==> src/rtl/sdhost_pkg.sv <==
package sdhost_pkg;
  localparam int REG_W    = 32;
  localparam int NUM_RESP = 4;
  localparam int NUM_EVT  = 4;
  localparam int EV_CMD   = 0;
  localparam int EV_DATA  = 1;
  localparam int EV_CARD  = 2;
  localparam int EV_TMO   = 3;
  localparam int CMD_W    = 16;
  localparam logic [CMD_W-1:0] CMD_KEEP = 16'hBB7F;

  localparam logic [7:0] OFS_STATUS  = 8'h00;
  localparam logic [7:0] OFS_ENABLE  = 8'h04;
  localparam logic [7:0] OFS_BUFBASE = 8'h08;
  localparam logic [7:0] OFS_CMD     = 8'h0C;
  localparam logic [7:0] OFS_ARG     = 8'h10;
  localparam logic [7:0] OFS_RESP0   = 8'h14;
  localparam logic [7:0] OFS_BLKLEN  = 8'h24;
  localparam logic [7:0] OFS_BLKCNT  = 8'h28;
  localparam logic [7:0] OFS_CARD    = 8'h2C;

  typedef struct packed {
    logic       read_dir;
    logic [1:0] cls;
    logic       busy;
    logic [1:0] resp_kind;
    logic       open_drain;
    logic [5:0] opcode;
  } cmd_fields_t;

  function automatic cmd_fields_t unpack_cmd(input logic [CMD_W-1:0] w);
    cmd_fields_t f;
    f.opcode     = w[5:0];
    f.open_drain = w[6];
    f.resp_kind  = w[9:8];
    f.busy       = w[11];
    f.cls        = w[13:12];
    f.read_dir   = w[15];
    return f;
  endfunction
endpackage

==> src/rtl/sdhost_cmd_decode.sv <==
module sdhost_cmd_decode
  import sdhost_pkg::*;
(
  input  logic             clk,
  input  logic             rst,
  input  logic             issue_in,
  input  logic [CMD_W-1:0] word_in,
  output logic             strobe_o,
  output cmd_fields_t      fields_o
);
  always_ff @(posedge clk) begin
    if (rst) begin
      strobe_o <= 1'b0;
      fields_o <= '0;
    end else begin
      strobe_o <= issue_in;
      if (issue_in) fields_o <= unpack_cmd(word_in);
    end
  end

  assert_issue_pulse_R3: assert property (@(posedge clk) disable iff (rst)
    issue_in |=> strobe_o);
  assert_no_stray_issue_R3: assert property (@(posedge clk) disable iff (rst)
    !issue_in |=> !strobe_o);
endmodule

==> src/rtl/sdhost_card_sync.sv <==
module sdhost_card_sync #(
  parameter int W      = 2,
  parameter int STAGES = 2
) (
  input  logic         clk,
  input  logic         rst,
  input  logic [W-1:0] async_i,
  output logic [W-1:0] level_o,
  output logic         change_o
);
  logic [W-1:0] chain [STAGES];
  logic [W-1:0] prev_q;

  always_ff @(posedge clk) begin
    if (rst) chain[0] <= '0;
    else     chain[0] <= async_i;
  end

  for (genvar k = 1; k < STAGES; k++) begin : g_stage
    always_ff @(posedge clk) begin
      if (rst) chain[k] <= '0;
      else     chain[k] <= chain[k-1];
    end
  end

  always_ff @(posedge clk) begin
    if (rst) prev_q <= '0;
    else     prev_q <= chain[STAGES-1];
  end

  assign level_o  = chain[STAGES-1];
  assign change_o = |(level_o ^ prev_q);
endmodule

==> src/rtl/sdhost_int_status.sv <==
module sdhost_int_status #(
  parameter int N = 4
) (
  input  logic         clk,
  input  logic         rst,
  input  logic [N-1:0] event_i,
  input  logic [N-1:0] clear_i,
  output logic [N-1:0] flags_o
);
  always_ff @(posedge clk) begin
    if (rst) flags_o <= '0;
    else     flags_o <= (flags_o & ~clear_i) | event_i;
  end

  for (genvar i = 0; i < N; i++) begin : g_chk
    assert_event_wins_R8: assert property (@(posedge clk) disable iff (rst)
      event_i[i] |=> flags_o[i]);
    assert_w1c_R7: assert property (@(posedge clk) disable iff (rst)
      (clear_i[i] && !event_i[i]) |=> !flags_o[i]);
  end
endmodule

==> src/rtl/sdhost_regfront.sv <==
module sdhost_regfront
  import sdhost_pkg::*;
#(
  parameter int ADDR_W      = 8,
  parameter int BLK_W       = 11,
  parameter int SYNC_STAGES = 2
) (
  input  logic                  clk,
  input  logic                  rst,
  input  logic                  bus_wr_en,
  input  logic                  bus_rd_en,
  input  logic [ADDR_W-1:0]     bus_addr,
  input  logic [REG_W-1:0]      bus_wdata,
  output logic [REG_W-1:0]      bus_rdata,
  output logic                  cmd_issue,
  output logic [5:0]            cmd_opcode,
  output logic                  cmd_open_drain,
  output logic [1:0]            cmd_resp_kind,
  output logic                  cmd_busy,
  output logic [1:0]            cmd_class,
  output logic                  cmd_read_dir,
  output logic [REG_W-1:0]      cmd_argument,
  output logic [REG_W-1:0]      buf_base,
  output logic [BLK_W-1:0]      blk_len_m1,
  output logic [BLK_W-1:0]      blk_cnt_m1,
  input  logic                  be_cmd_done,
  input  logic                  be_data_done,
  input  logic                  be_timeout,
  input  logic                  be_resp_valid,
  input  logic                  be_resp_long,
  input  logic [NUM_RESP*REG_W-1:0] be_resp_data,
  input  logic                  card_present_async,
  input  logic                  card_wp_async,
  output logic                  irq
);
  localparam int CARD_W = 2;

  logic [NUM_EVT-1:0] en_q, stat_q, evt, clr;
  logic [CMD_W-1:0]   cmdw_q;
  logic [REG_W-1:0]   resp_q [NUM_RESP];
  logic [REG_W-1:0]   rd_mux;
  logic [CARD_W-1:0]  card_lvl;
  logic               card_chg;
  cmd_fields_t        fields;

  function automatic logic hit(input logic [ADDR_W-1:0] a, input logic [7:0] ofs);
    return a == ADDR_W'(ofs);
  endfunction

  wire wr_status = bus_wr_en && hit(bus_addr, OFS_STATUS);
  wire wr_cmd    = bus_wr_en && hit(bus_addr, OFS_CMD);

  always_ff @(posedge clk) begin
    if (rst) begin
      en_q         <= '0;
      buf_base     <= '0;
      cmdw_q       <= '0;
      cmd_argument <= '0;
      blk_len_m1   <= '0;
      blk_cnt_m1   <= '0;
    end else if (bus_wr_en) begin
      if (hit(bus_addr, OFS_ENABLE))  en_q         <= bus_wdata[NUM_EVT-1:0];
      if (hit(bus_addr, OFS_BUFBASE)) buf_base     <= bus_wdata;
      if (hit(bus_addr, OFS_CMD))     cmdw_q       <= bus_wdata[CMD_W-1:0] & CMD_KEEP;
      if (hit(bus_addr, OFS_ARG))     cmd_argument <= bus_wdata;
      if (hit(bus_addr, OFS_BLKLEN))  blk_len_m1   <= bus_wdata[BLK_W-1:0];
      if (hit(bus_addr, OFS_BLKCNT))  blk_cnt_m1   <= bus_wdata[BLK_W-1:0];
    end
  end

  for (genvar i = 0; i < NUM_RESP; i++) begin : g_resp
    always_ff @(posedge clk) begin
      if (rst) resp_q[i] <= '0;
      else if (be_resp_valid && (be_resp_long || i == 0))
        resp_q[i] <= be_resp_data[i*REG_W +: REG_W];
    end
  end

  sdhost_cmd_decode u_dec (
    .clk(clk), .rst(rst), .issue_in(wr_cmd),
    .word_in(bus_wdata[CMD_W-1:0]), .strobe_o(cmd_issue), .fields_o(fields)
  );

  assign cmd_opcode     = fields.opcode;
  assign cmd_open_drain = fields.open_drain;
  assign cmd_resp_kind  = fields.resp_kind;
  assign cmd_busy       = fields.busy;
  assign cmd_class      = fields.cls;
  assign cmd_read_dir   = fields.read_dir;

  sdhost_card_sync #(.W(CARD_W), .STAGES(SYNC_STAGES)) u_card (
    .clk(clk), .rst(rst), .async_i({card_wp_async, card_present_async}),
    .level_o(card_lvl), .change_o(card_chg)
  );

  always_comb begin
    evt          = '0;
    evt[EV_CMD]  = be_cmd_done && !be_timeout;
    evt[EV_DATA] = be_data_done;
    evt[EV_CARD] = card_chg;
    evt[EV_TMO]  = be_timeout;
    clr          = wr_status ? bus_wdata[NUM_EVT-1:0] : '0;
  end

  sdhost_int_status #(.N(NUM_EVT)) u_stat (
    .clk(clk), .rst(rst), .event_i(evt), .clear_i(clr), .flags_o(stat_q)
  );

  always_comb begin
    rd_mux = '0;
    if      (hit(bus_addr, OFS_STATUS))  rd_mux[NUM_EVT-1:0] = stat_q;
    else if (hit(bus_addr, OFS_ENABLE))  rd_mux[NUM_EVT-1:0] = en_q;
    else if (hit(bus_addr, OFS_BUFBASE)) rd_mux = buf_base;
    else if (hit(bus_addr, OFS_CMD))     rd_mux[CMD_W-1:0] = cmdw_q;
    else if (hit(bus_addr, OFS_ARG))     rd_mux = cmd_argument;
    else if (hit(bus_addr, OFS_BLKLEN))  rd_mux[BLK_W-1:0] = blk_len_m1;
    else if (hit(bus_addr, OFS_BLKCNT))  rd_mux[BLK_W-1:0] = blk_cnt_m1;
    else if (hit(bus_addr, OFS_CARD))    rd_mux[CARD_W-1:0] = card_lvl;
    else begin
      for (int i = 0; i < NUM_RESP; i++)
        if (hit(bus_addr, OFS_RESP0 + 8'(4*i))) rd_mux = resp_q[i];
    end
  end

  always_ff @(posedge clk) begin
    if (rst) begin
      bus_rdata <= '0;
      irq       <= 1'b0;
    end else begin
      if (bus_rd_en) bus_rdata <= rd_mux;
      irq <= |(stat_q & en_q);
    end
  end

  assert_irq_set_R10: assert property (@(posedge clk) disable iff (rst)
    (|(stat_q & en_q)) |=> irq);
  assert_irq_clear_R10: assert property (@(posedge clk) disable iff (rst)
    !(|(stat_q & en_q)) |=> !irq);
  assert_timeout_no_done_R6: assert property (@(posedge clk) disable iff (rst)
    (be_timeout && !stat_q[EV_CMD] && !evt[EV_CMD]) |=> !stat_q[EV_CMD]);
  assert_timeout_sets_R5: assert property (@(posedge clk) disable iff (rst)
    be_timeout |=> stat_q[EV_TMO]);
  assert_short_keeps_R4: assert property (@(posedge clk) disable iff (rst)
    (be_resp_valid && !be_resp_long) |=> $stable(resp_q[NUM_RESP-1]));
  assert_card_event_R9: assert property (@(posedge clk) disable iff (rst)
    card_chg |=> stat_q[EV_CARD]);
  assert_blklen_R11: assert property (@(posedge clk) disable iff (rst)
    (bus_wr_en && hit(bus_addr, OFS_BLKLEN)) |=> blk_len_m1 == $past(bus_wdata[BLK_W-1:0]));
endmodule

==> config.mk <==
export PLATFORM = sky130hd
export DESIGN_NAME = sdhost_regfront
export DESIGN_NICKNAME = d
export VERILOG_FILES = /design/src/rtl/sdhost_pkg.sv /design/src/rtl/sdhost_cmd_decode.sv /design/src/rtl/sdhost_card_sync.sv /design/src/rtl/sdhost_int_status.sv /design/src/rtl/sdhost_regfront.sv
export SDC_FILE = /design/constraint.sdc
export NUM_CORES = 1
export LEC_CHECK = 0
export ABC_AREA = 0
export BUFFER_PORTS_ARGS = -buffer_cell sky130_fd_sc_hd__buf_2
export CAP_MARGIN = 20
export CORE_ASPECT_RATIO = 2
export CORE_MARGIN = 10
export CORE_UTILIZATION = 50
export DETAILED_ROUTE_END_ITERATION = 7
export MAX_ROUTING_LAYER = met4
export PLACE_DENSITY = 0.87
export SLEW_MARGIN = 20
export SYNTH_ARGS = -nofsm -noshare
export SYNTH_HDL_FRONTEND = slang
export SYNTH_SLANG_ARGS = --single-unit
==> constraint.sdc <==
create_clock -name clk -period 9.19 [get_ports clk]
set_input_delay 0.4595 -clock clk [delete_from_list [all_inputs] [get_ports clk]]
set_output_delay 0.4595 -clock clk [all_outputs]
set_load 0.05 [all_outputs]
==> reports/qor.csv <==
stage;metric;value;unit
yosys;compound_gate_fraction_of_synth_area;0.1576;
floorplan;floorplan.initialDensity;0.5044;
floorplan;die_area;30900;sq um
status;status;finished, final reports clean;
clock_tree;number_of_clock_buffers_inserted_by_tritoncts;24;
setup_path;reg2regPathDepth;5;
yosys;synth_top_area_cell;sky130_fd_sc_hd__edfxtp_1;
yosys;largest_family_of_logic_cells_by_synthesized_area;simple AND/OR/NAND/NOR gates;
timing;timing_hold_violations_final;0;
clock_tree;clk_transition_reported_paths;70;ps
routing;total_via_count_after_detailed_routing;10480;
timing;worst_clock_skew;22.81;ps
floorplan;core-area;23720;sq um
global_routing;antenna_found_initial;6;
final_layout;post_route_cells_drive_above_1_share;0.2734;
setup_path;cp_slowest_stage_delay;1010;ps
setup_path;crit_fanout;25;
global_routing;grt_pass1_wl;63690;microns
global_routing;grt_max_degree;82;
clock_tree;clock_tree.htree_level_count;1;
routing;met3_length;2927;microns
pwr;fin_total_pwr;2.637;mW
pwr;vdd_ir_drop_max;178.0;uV
timing;max_clock_freq;352.1;MHz
run;cap_violations;0;
hold_path;worst_hold_path.num_cells;2;
routing;dr.max_layer_used;met4;
timing;maxSlewHeadroom;0.2686;
yosys;synth_most_common_cell;sky130_fd_sc_hd__nand2_1;
routing;viasPerCell;5.993;
clock_tree;clock_insertion_delay_worst_skew;540;ps
setup_path;critical_path.endpoint_type;flop;
floorplan;die_width;129.4;microns
yosys;post_synth_edffs;128;
setup_path;timing.critical_path.slowest_stage_cell;sky130_fd_sc_hd__or4b_1;
yosys;netlist-cell-type-count;59;
routing;drc_errors;0;
yosys;mappedNetlistNets;1354;
setup_path;path_cells;buf_2 -> or4b_1 -> nor2_4 -> nand2_1 -> buf_4 -> nand2_1 -> a21oi_1;
clock_tree;cts_repair_resize_count;0;
clock_tree;postCtsSetupBuffers;0;
clock_tree;cts.sinks;275;
yosys;area_share_of_the_largest_cell_type_after_synthesis;0.3212;
clock_tree;cts_max_path_buffers;3;
global_routing;grt_util_all_layers;0.2822;
routing;detailedRoute.firstPassIterationCount;6;
timing;final-setup-viol-count;0;
yosys;synth-warning-count;0;
clock_tree;clock_tree_from_tritoncts;done;
timing;tightestPinTransition;1096;ps
setup_path;timing.critical_path.required;9580;ps
clock_tree;ctsRootBufferMaster;sky130_fd_sc_hd__clkbuf_16;
timing;fin_crit_sh;0.3090;
setup_path;crit_cells;7;
yosys;synth_xor_xnor_area_share;0.001464;
yosys;post_synthesis_async_set_or_reset_flop_share;0;
yosys;post_synth.cell_area_avg;10.18;sq um
yosys;simple_gate_area_share_of_the_yosys_netlist;0.2020;
floorplan;num_io_pins;312;
global_routing;grt_pass1_vias;10750;
floorplan;num_rows;80;
pwr;total_leakage_power;5.949;nW
yosys;muxShareOfSynthArea;0.03534;
yosys;yosys-top-cells-count;179 x sky130_fd_sc_hd__nand2_1, 147 x sky130_fd_sc_hd__dfxtp_1, 130 x sky130_fd_sc_hd__and2_1, 128 x sky130_fd_sc_hd__edfxtp_1, 126 x sky130_fd_sc_hd__a21oi_1;
routing;detail_route.wirelength;43870;microns
timing;final_max_slew_viol_count;0;
setup_path;crit_type;in2reg;
global_routing;gr_ovfl_total;0;
clock_tree;postCtsHoldBufs;0;
pwr;power_per_standard_cell_area;181.9;nW/um^2
place;place_congestion;0.9337;
setup_path;critical_path_arrival;3230;ps
routing;detailroute.wirelength.met2;22380;microns
setup_path;path_buf_inv;2;
setup_path;critical_path.startpoint_type;input port;
hold_path;holdCritPathClass;in2reg;
yosys;netlist_area_pre_place;11970;sq um
yosys;yosys.area_share.adder;0;
timing;timing.final.crit_period;2840;ps
yosys;syn-instance-count;1175;
floorplan;dieHeight;238.8;microns
yosys;synthTopCellsByArea;sky130_fd_sc_hd__edfxtp_1 32%, sky130_fd_sc_hd__dfxtp_1 25%, sky130_fd_sc_hd__and2_1 6.8%, sky130_fd_sc_hd__nand2_1 5.6%, sky130_fd_sc_hd__a21oi_1 5.3%;
setup_path;path_delay_family;simple AND/OR/NAND/NOR gates;
timing;setup_tns;0;ps
final_layout;area.growth.synth_to_final;21.15;%
place;io_buffers;311;
yosys;synth.yosys.seq_area_share;0.5671;
final_layout;final_util;0.6111;
routing;final_antenna_net_count;0;
routing;drtIter0Drc;1130;
place;dp_hpwl;33010;microns
final_layout;final_net_count;1617;
routing;met1_length;14220;microns
routing;detail_route.wl_per_cell;25.08;microns
yosys;synth-main-ff-cell;sky130_fd_sc_hd__dfxtp_1;
timing;setup_repair_after_global_routing_missed_its_margin;false;
setup_path;crit_top_cell;sky130_fd_sc_hd__nand2_1;
yosys;synth-seq-cells;275;
layout make-up:
class | count | area, sq um
diodes | 6 | 15.01
clock buffers | 29 | 660.6
clock inverters | 15 | 206.4
fillers | 1903 | 9225
inverters | 3 | 11.26
multi-input cells | 807 | 4780
flip-flops and latches | 275 | 6787
well taps | 287 | 359.1
repair buffers | 327 | 1679
report_power, final:
part / switching (mW) / internal [mW]
Clock: 0.460 / 0.654
Sequential: 0.0183 / 1.33
Combinational: 0.109 / 0.0607
path summary, 6_finish.rpt:
kind / startpoint / to / slack (ps)
setup / recovery: bus_addr[5] / cmd_argument[13] / 6350
hold / removal: card_wp_async / u_card.chain[0][1] / 150
setup reg to reg: resp_q[1][9] / bus_rdata[9] / 7180
hold reg to reg: u_card.chain[0][1] / u_card.chain[1][1] / 460
metal layers:
| layer | GRT usage | vias to the layer above |
|---|---|---|
| met5 | - | - |
| met4 | 0.2515 | 0 |
| met3 | 0.03420 | 170 |
| met2 | 0.4739 | 638 |
| met1 | 0.2792 | 4948 |
| li1 | - | 4725 |
worst reg2reg max path, stage by stage, from the launching register on:
cell	delay, ps
sky130_fd_sc_hd__edfxtp_1	400
sky130_fd_sc_hd__mux2_2	300
sky130_fd_sc_hd__a32o_1	280
sky130_fd_sc_hd__a2bb2oi_1	340
sky130_fd_sc_hd__o21ai_0	340
sky130_fd_sc_hd__o2bb2ai_1	220
cell families after synthesis:
| group | count (synthesis) |
|---|---|
| AO/OA/AOI/OAI | 285 |
| XOR/XNOR | 2 |
| buffers and inverters | 93 |
| flip-flops | 275 |
| multiplexers | 41 |
| AND/OR/NAND/NOR | 479 |
cell usage in the layout (no fill, tap or decap), types with 23 or more instances in the layout:
cell type and n:
sky130_fd_sc_hd__edfxtp_1 128, sky130_fd_sc_hd__nor2b_1 25, sky130_fd_sc_hd__clkbuf_16 25, sky130_fd_sc_hd__dfxtp_1 147
sky130_fd_sc_hd__nand2_1 178, sky130_fd_sc_hd__a211oi_1 23, sky130_fd_sc_hd__nor2_1 88, sky130_fd_sc_hd__buf_2 310
sky130_fd_sc_hd__mux2i_1 31, sky130_fd_sc_hd__a21oi_1 126, sky130_fd_sc_hd__and2_1 130
sequential cells by signal (all words and copies together) (netlist names), 2 cells and up:
name	flops
bus_rdata	32
cmd_argument	32
blk_len_m1	11
buf_base	32
u_stat.flags_o	4
blk_cnt_m1	11
u_card.prev_q	2
u_card.chain	4
en_q	4
u_dec.fields_o	8
resp_q	128
cmdw_q	5
through the flow:
stage	hold slack, ps	area, sq um	std cells	worst slack (ps)
after floorplan	413.8	11970	1175	5357
after global placement	431.5	13610	1699	5647
after detailed placement	451.9	13610	1699	5556
after CTS	137.1	14480	1743	6077
after global routing	147.2	14500	1749	6247
final	148.9	14500	1749	6350
(Power assumes the default switching activity.)
